**config.mk**
```make
export PLATFORM = sky130hd
export DESIGN_NAME = rstPulseGen
export DESIGN_NICKNAME = d
export VERILOG_FILES = /design/src/rtl/rpg_pkg.sv /design/src/rtl/rpg_ctrl.sv /design/src/rtl/rpg_datapath.sv /design/src/rtl/rstPulseGen.sv
export SDC_FILE = /design/constraint.sdc
export NUM_CORES = 1
export LEC_CHECK = 0
export ABC_AREA = 1
export BUFFER_PORTS_ARGS = -buffer_cell sky130_fd_sc_hd__buf_2
export CORE_UTILIZATION = 58
export DETAILED_ROUTE_END_ITERATION = 8
export GPL_TIMING_DRIVEN = 0
export PLACE_DENSITY_LB_ADDON = 0.05
export SYNTH_ARGS = -nofsm -noshare
export SYNTH_HDL_FRONTEND = slang
export SYNTH_SLANG_ARGS = --single-unit
```
**constraint.sdc**
```tcl
create_clock -name clk -period 3.01 [get_ports clk]
set_input_delay 0.602 -clock clk [delete_from_list [all_inputs] [get_ports clk]]
set_output_delay 0.602 -clock clk [all_outputs]
set_load 0.1 [all_outputs]
```
**src/rtl/rpg_pkg.sv**
```systemverilog
package rpg_pkg;
  typedef enum logic [1:0] {ST_IDLE, ST_HOLD, ST_PULSE} rpgState_t;

  typedef struct packed {
    logic cntClr;
    logic cntRun;
    logic debEn;
    logic porSet;
    logic wtrSet;
  } rpgStrb_t;

  localparam int POR_BIT = 6;
  localparam int WTR_BIT = 7;
endpackage

```
**src/rtl/rpg_ctrl.sv**
```systemverilog
module rpg_ctrl
  import rpg_pkg::*;
(
  input  logic     clk,
  input  logic     arstN,
  input  logic     supplyLow,
  input  logic     wdFault,
  input  logic     wdEnable,
  input  logic     manualEvt,
  input  logic     pulseDone,
  output rpgStrb_t strb,
  output logic     rstDriveN,
  output logic     wdRestart
);
  rpgState_t state, nxt;

  always_comb begin
    nxt = state;
    case (state)
      ST_IDLE:  if (supplyLow) nxt = ST_HOLD;
                else if (manualEvt || (wdFault && wdEnable)) nxt = ST_PULSE;
      ST_HOLD:  if (!supplyLow) nxt = ST_PULSE;
      ST_PULSE: if (supplyLow) nxt = ST_HOLD;
                else if (pulseDone) nxt = ST_IDLE;
      default:  nxt = ST_IDLE;
    endcase
  end

  always_comb begin
    strb.cntClr = (nxt == ST_PULSE) && (state != ST_PULSE);
    strb.cntRun = (state == ST_PULSE);
    strb.debEn  = (state == ST_IDLE);
    strb.porSet = supplyLow || manualEvt;
    strb.wtrSet = wdFault;
  end

  always_ff @(posedge clk or negedge arstN) begin
    if (!arstN) begin
      state     <= ST_IDLE;
      wdRestart <= 1'b0;
    end else begin
      state     <= nxt;
      wdRestart <= (state != ST_IDLE) && (nxt == ST_IDLE);
    end
  end

  assign rstDriveN = (state == ST_IDLE);

  p_hold_supply_r6: assert property (@(posedge clk) disable iff (!arstN)
    supplyLow |=> !rstDriveN);
  p_wd_start_r5: assert property (@(posedge clk) disable iff (!arstN)
    (rstDriveN && wdFault && wdEnable) |=> !rstDriveN);
  p_restart_at_rise_r11: assert property (@(posedge clk) disable iff (!arstN)
    $rose(rstDriveN) |-> wdRestart);
  p_restart_only_rise_r11: assert property (@(posedge clk) disable iff (!arstN)
    wdRestart |-> $rose(rstDriveN));
endmodule

```
**src/rtl/rpg_datapath.sv**
```systemverilog
module rpg_datapath
  import rpg_pkg::*;
#(
  parameter int TICK_DIV    = 1000,
  parameter int PULSE_TICKS = 100,
  parameter int DEB_SAMPLES = 16,
  parameter int ADDR_W      = 4,
  parameter int DATA_W      = 8,
  parameter int FLAG_ADDR   = 9
) (
  input  logic              clk,
  input  logic              arstN,
  input  rpgStrb_t          strb,
  input  logic              rstSenseN,
  input  logic              regWrEn,
  input  logic [ADDR_W-1:0] regAddr,
  input  logic [DATA_W-1:0] regWrData,
  output logic [DATA_W-1:0] regRdData,
  output logic              manualEvt,
  output logic              pulseDone
);
  localparam int DIV_W  = (TICK_DIV    > 1) ? $clog2(TICK_DIV)    : 1;
  localparam int TICK_W = (PULSE_TICKS > 1) ? $clog2(PULSE_TICKS) : 1;
  localparam int DEB_W  = (DEB_SAMPLES > 1) ? $clog2(DEB_SAMPLES) : 1;
  localparam logic [DIV_W-1:0]  DIV_LAST  = DIV_W'(TICK_DIV - 1);
  localparam logic [TICK_W-1:0] TICK_LAST = TICK_W'(PULSE_TICKS - 1);
  localparam logic [DEB_W-1:0]  DEB_LAST  = DEB_W'(DEB_SAMPLES - 1);
  localparam logic [ADDR_W-1:0] FLAG_A    = ADDR_W'(FLAG_ADDR);

  logic [DIV_W-1:0]  divCnt;
  logic [TICK_W-1:0] tickCnt;
  logic [DEB_W-1:0]  debCnt;
  logic porFlag, wtrFlag, flagWr;

  // Pulse timebase: restarted at every pulse entry so the length is exact.
  always_ff @(posedge clk or negedge arstN) begin
    if (!arstN) begin
      divCnt  <= '0;
      tickCnt <= '0;
    end else if (strb.cntClr) begin
      divCnt  <= '0;
      tickCnt <= '0;
    end else if (strb.cntRun) begin
      if (divCnt == DIV_LAST) begin
        divCnt  <= '0;
        tickCnt <= tickCnt + 1'b1;
      end else begin
        divCnt <= divCnt + 1'b1;
      end
    end
  end

  assign pulseDone = strb.cntRun && (divCnt == DIV_LAST) && (tickCnt == TICK_LAST);

  // Debounce of the sensed line, only while the block is not driving it.
  assign manualEvt = strb.debEn && !rstSenseN && (debCnt == DEB_LAST);

  always_ff @(posedge clk or negedge arstN) begin
    if (!arstN)                                     debCnt <= '0;
    else if (!strb.debEn || rstSenseN || manualEvt) debCnt <= '0;
    else                                            debCnt <= debCnt + 1'b1;
  end

  // Sticky cause flags: set by hardware, cleared by writing zero.
  assign flagWr = regWrEn && (regAddr == FLAG_A);

  always_ff @(posedge clk or negedge arstN) begin
    if (!arstN) begin
      porFlag <= 1'b0;
      wtrFlag <= 1'b0;
    end else begin
      porFlag <= strb.porSet | (porFlag & ~(flagWr & ~regWrData[POR_BIT]));
      wtrFlag <= strb.wtrSet | (wtrFlag & ~(flagWr & ~regWrData[WTR_BIT]));
    end
  end

  always_comb begin
    regRdData = '0;
    if (regAddr == FLAG_A) begin
      regRdData[POR_BIT] = porFlag;
      regRdData[WTR_BIT] = wtrFlag;
    end
  end

  p_por_set_r7: assert property (@(posedge clk) disable iff (!arstN)
    strb.porSet |=> porFlag);
  p_wtr_set_r8: assert property (@(posedge clk) disable iff (!arstN)
    strb.wtrSet |=> wtrFlag);
  p_por_keep_r9: assert property (@(posedge clk) disable iff (!arstN)
    (porFlag && !(flagWr && !regWrData[POR_BIT])) |=> porFlag);
  p_wtr_keep_r9: assert property (@(posedge clk) disable iff (!arstN)
    (wtrFlag && !(flagWr && !regWrData[WTR_BIT])) |=> wtrFlag);
endmodule

```
**src/rtl/rstPulseGen.sv**
```systemverilog
module rstPulseGen
  import rpg_pkg::*;
#(
  parameter int TICK_DIV    = 1000,
  parameter int PULSE_TICKS = 100,
  parameter int DEB_SAMPLES = 16,
  parameter int ADDR_W      = 4,
  parameter int DATA_W      = 8,
  parameter int FLAG_ADDR   = 9
) (
  input  logic              clk,
  input  logic              arstN,
  input  logic              rstSenseN,
  output logic              rstDriveN,
  input  logic              supplyLow,
  input  logic              wdFault,
  input  logic              wdEnable,
  output logic              wdRestart,
  input  logic              regWrEn,
  input  logic [ADDR_W-1:0] regAddr,
  input  logic [DATA_W-1:0] regWrData,
  output logic [DATA_W-1:0] regRdData
);
  rpgStrb_t strb;
  logic manualEvt, pulseDone;

  rpg_ctrl uCtrl (
    .clk(clk), .arstN(arstN), .supplyLow(supplyLow), .wdFault(wdFault),
    .wdEnable(wdEnable), .manualEvt(manualEvt), .pulseDone(pulseDone),
    .strb(strb), .rstDriveN(rstDriveN), .wdRestart(wdRestart)
  );

  rpg_datapath #(
    .TICK_DIV(TICK_DIV), .PULSE_TICKS(PULSE_TICKS), .DEB_SAMPLES(DEB_SAMPLES),
    .ADDR_W(ADDR_W), .DATA_W(DATA_W), .FLAG_ADDR(FLAG_ADDR)
  ) uData (
    .clk(clk), .arstN(arstN), .strb(strb), .rstSenseN(rstSenseN),
    .regWrEn(regWrEn), .regAddr(regAddr), .regWrData(regWrData),
    .regRdData(regRdData), .manualEvt(manualEvt), .pulseDone(pulseDone)
  );
endmodule

```
==> flow_summary_export.csv <==
group,metric,value,unit
outcome,status,"completed",
final_layout,syn_to_final_growth,11.4,%
worst_setup_path,r2r_cells,10,
worst_setup_path,end_kind,"primary output",
clock_tree,postCtsHoldBufs,0,
die,core_area,0.00232,sq mm
timing,worstMarginPinSlew,569,ps
power,total_power,711,uW
timing,maxSlewViolCount,0,
power,power_density,429,mW/mm^2
final_layout,drive_gt1_share,18.1,%
placed_design,pre_cts_slack,907,ps
worst_setup_path,cp.arrival,1500,ps
routing,vias,1334,
timing,fin_skew,10.4,ps
final_layout,insertedDiodeCount,0,
die,die_area,0.00277,sq mm
die,row_count,17,
power,netSwitchingFraction,32.9,%
timing,min_period,2100,ps
yosys,yosysWarnings,0,
yosys,synth_area_leaders,"dfrtp_1 44%, nand2_1 11%, nand3_1 8.1%, nor2_1 7.1%, inv_1 6.6%",
routing,ant_nets,0,
global_routing,grt_start_max_net_pins,27,
clock_tree,cts_tree,"built",
die,die_h,52.6,um
worst_hold_path,hold_class,"input pin to async pin",
yosys,synth_seq_cells,26,
routing,routed_wl,2850,um
global_routing,gr-total-overflow,0,
placed_design,gp_congestion,0.897,
final_layout,design_area,0.00166,sq mm
timing,slew_headroom,62.1,%
worst_setup_path,path_class,"input pin to primary output",
die,initial_core_util,64.2,%
global_routing,grt_pass1_wl,4820,um
routing,vias_per_cell,5.25,
timing,hold_violations,0,
timing,fin_setup_tns,0,ps
worst_setup_path,crit_chain,"buf_2 > nor2_1 > and3_1 > inv_1 > nor2_1 > buf_2",
timing,fin_crit_sh,69.8,%
global_routing,track_usage,24.1,%
yosys,netlist_area,0.00149,sq mm
routing,wire_per_inst,11.2,um
clock_tree,ctsResizeCount,0,
yosys,netlist.area_leader.share,43.7,%
placed_design,dpl-instance-area,0.00162,sq mm
global_routing,grt_antenna_before_repair,0,
power,p_clk_share,24.6,%
timing,fmax,0.476,GHz
power,p_switching,234,uW
yosys,syn_avg_cell_area,7.40,sq um
clock_tree,post-cts-setup-buffers,0,
placed_design,port-buffer-count,16,
clock_tree,numCtsBuffers,3,
worst_setup_path,critPathBufInv,3,
power,combPwrFrac,22.3,%
worst_setup_path,rr_endpoint,"uData.divCnt[8]$_DFFE_PN0P_",
clock_tree,cts_num_sinks,26,
worst_setup_path,worstPathRequired,2410,ps
clock_tree,clock_path_buffers,2,
die,die_w,52.6,um
job,max_cap_violations,0,
routing,dr.pass1.iters,4,
worst_setup_path,worstPathMaxFanout,2,
power,pwr-share-seq,53.1,%
worst_setup_path,timing.reg2reg.setup_slack,1320,ps
timing,rsz0062_at_grt,"false",
routing,drc,0,
power,ir_worst_vdd,0.473,mV
power,cellLeakagePower,0.912,nW
worst_setup_path,slowest_delay,430,ps
yosys,synthDistinctLibCells,25,
clock_tree,htreeDepth,1,
power,internal_power,477,uW
worst_setup_path,path_delay_family,"buffers and inverters",
timing,fin_ws,908,ps
worst_setup_path,r2r-start,"uData.divCnt[1]$_DFFE_PN0P_",
yosys,synth_area_leader_cell,"dfrtp_1",
yosys,synth_seq_area_share,43.7,%
global_routing,grt_pass1_vias,1176,
clock_tree,clk_pin_slew,140,ps
clock_tree,clock_latency,320,ps
clock_tree,cts_root_buffer,"clkbuf_4",
final_layout,nets,249,
die,pin_count,29,
routing,drt_iter0_drc,34,
yosys,syn_inst,201,
placed_design,dp_hpwl,2050,um
worst_setup_path,crit_path_top_delay_cell,"buf_2",
worst_setup_path,start_kind,"input pin",
timing,setup_viol,0,
[power groups by stage]
stage / registers [mW] / logic [mW] / clock network, mW
finish: 0.378 / 0.158 / 0.175
global route: 0.380 / 0.174 / 0.190
CTS: 0.377 / 0.159 / 0.180
detailed placement: 0.384 / 0.158 / 0
global placement: 0.383 / 0.156 / 0
floorplan: 0.395 / 0.116 / 0
[worst max-delay path by stage]
stage / start / endpoint / slack, ps / cells after the start
floorplan: regAddr[1] / regRdData[6] / 280 / 4
global placement: regAddr[1] / regRdData[6] / 940 / 6
global route: regAddr[1] / regRdData[6] / 780 / 6
CTS: regAddr[1] / regRdData[6] / 900 / 6
detailed placement: regAddr[1] / regRdData[6] / 910 / 6
finish: regAddr[1] / regRdData[7] / 910 / 6
[sequential cells by signal, indices dropped and copies added (netlist names)]
signal	flops
uCtrl.state	2
uData.tickCnt	7
uData.porFlag	1
uData.debCnt	4
uData.wtrFlag	1
uData.divCnt	10
uCtrl.wdRestart	1
[cells by family after synthesis]
family,count (synthesis),share of synthesized area [%]
compound gates,14,5.05
xor+xnor,3,1.77
fa+ha+maj,3,2.52
buf+inv,39,11.9
flops,26,43.7
other cells,1,0.252
simple gates,115,34.8
[metal layers]
layer  vias to the layer above  routed length, um  track usage [%]
met5                         -                  0                0
met4                         0                 46             10.5
met3                         6                126             3.77
met2                        50               1390             43.2
met1                       607               1280             27.9
li1                        671                  -                -
[cell usage after synthesis, drive strengths merged]
cell	n
nand2	46
xnor2	1
conb	1
xor2	2
inv	31
nand3	26
clkbuf	1
nor2	31
o21bai	2
and3	1
or2	3
nand4	5
nor3	3
buf	7
dfrtp	26
ha	3
o21ai	6
a21oi	6
[per-stage QoR]
stage          cells  hold WS, ps  utilization, %
3_5_place_dp     250          455            69.9
6_report         254          248            71.5
2_1_floorplan    206          306               -
3_3_place_gp     250          443            69.9
5_1_grt          254          290            71.5
4_1_cts          254          255            71.5
[layout make-up]
class / count / area [sq um]
repair buffers: 16 / 80.1
well taps: 28 / 35.0
inverters: 31 / 116
clock buffers: 4 / 36.3
fillers: 186 / 661
plain buffers: 8 / 60.1
multi-input cells: 141 / 679
flip-flops and latches: 26 / 651
[worst register-to-register path: cells and delay by family, from the launching register on]
kind | cells | cell delay (ps)
adders and majority gates | 1 | 210
DFF | 1 | 410
buffers and inverters | 1 | 140
and+or+nand+nor | 8 | 910
[placed cells by master (no fill, tap or decap)]
| cell | count |
|---|---|
| a21oi_1 | 6 |
| and3_1 | 1 |
| buf_2 | 16 |
| buf_4 | 6 |
| buf_6 | 1 |
| clkbuf_1 | 1 |
| clkbuf_4 | 3 |
| clkbuf_8 | 1 |
| conb_1 | 6 |
| dfrtp_1 | 26 |
| ha_1 | 3 |
| inv_1 | 26 |
| inv_2 | 5 |
| nand2_1 | 44 |
| nand2_2 | 1 |
| nand2_4 | 1 |
| nand3_1 | 24 |
| nand3_2 | 2 |
| nand4_1 | 5 |
| nor2_1 | 28 |
| nor2_2 | 3 |
| nor3_1 | 3 |
| o21ai_0 | 6 |
| o21bai_1 | 2 |
| or2_1 | 1 |
| or2_2 | 2 |
| xnor2_1 | 1 |
| xor2_1 | 2 |
Power figures use the tool's default switching activity.
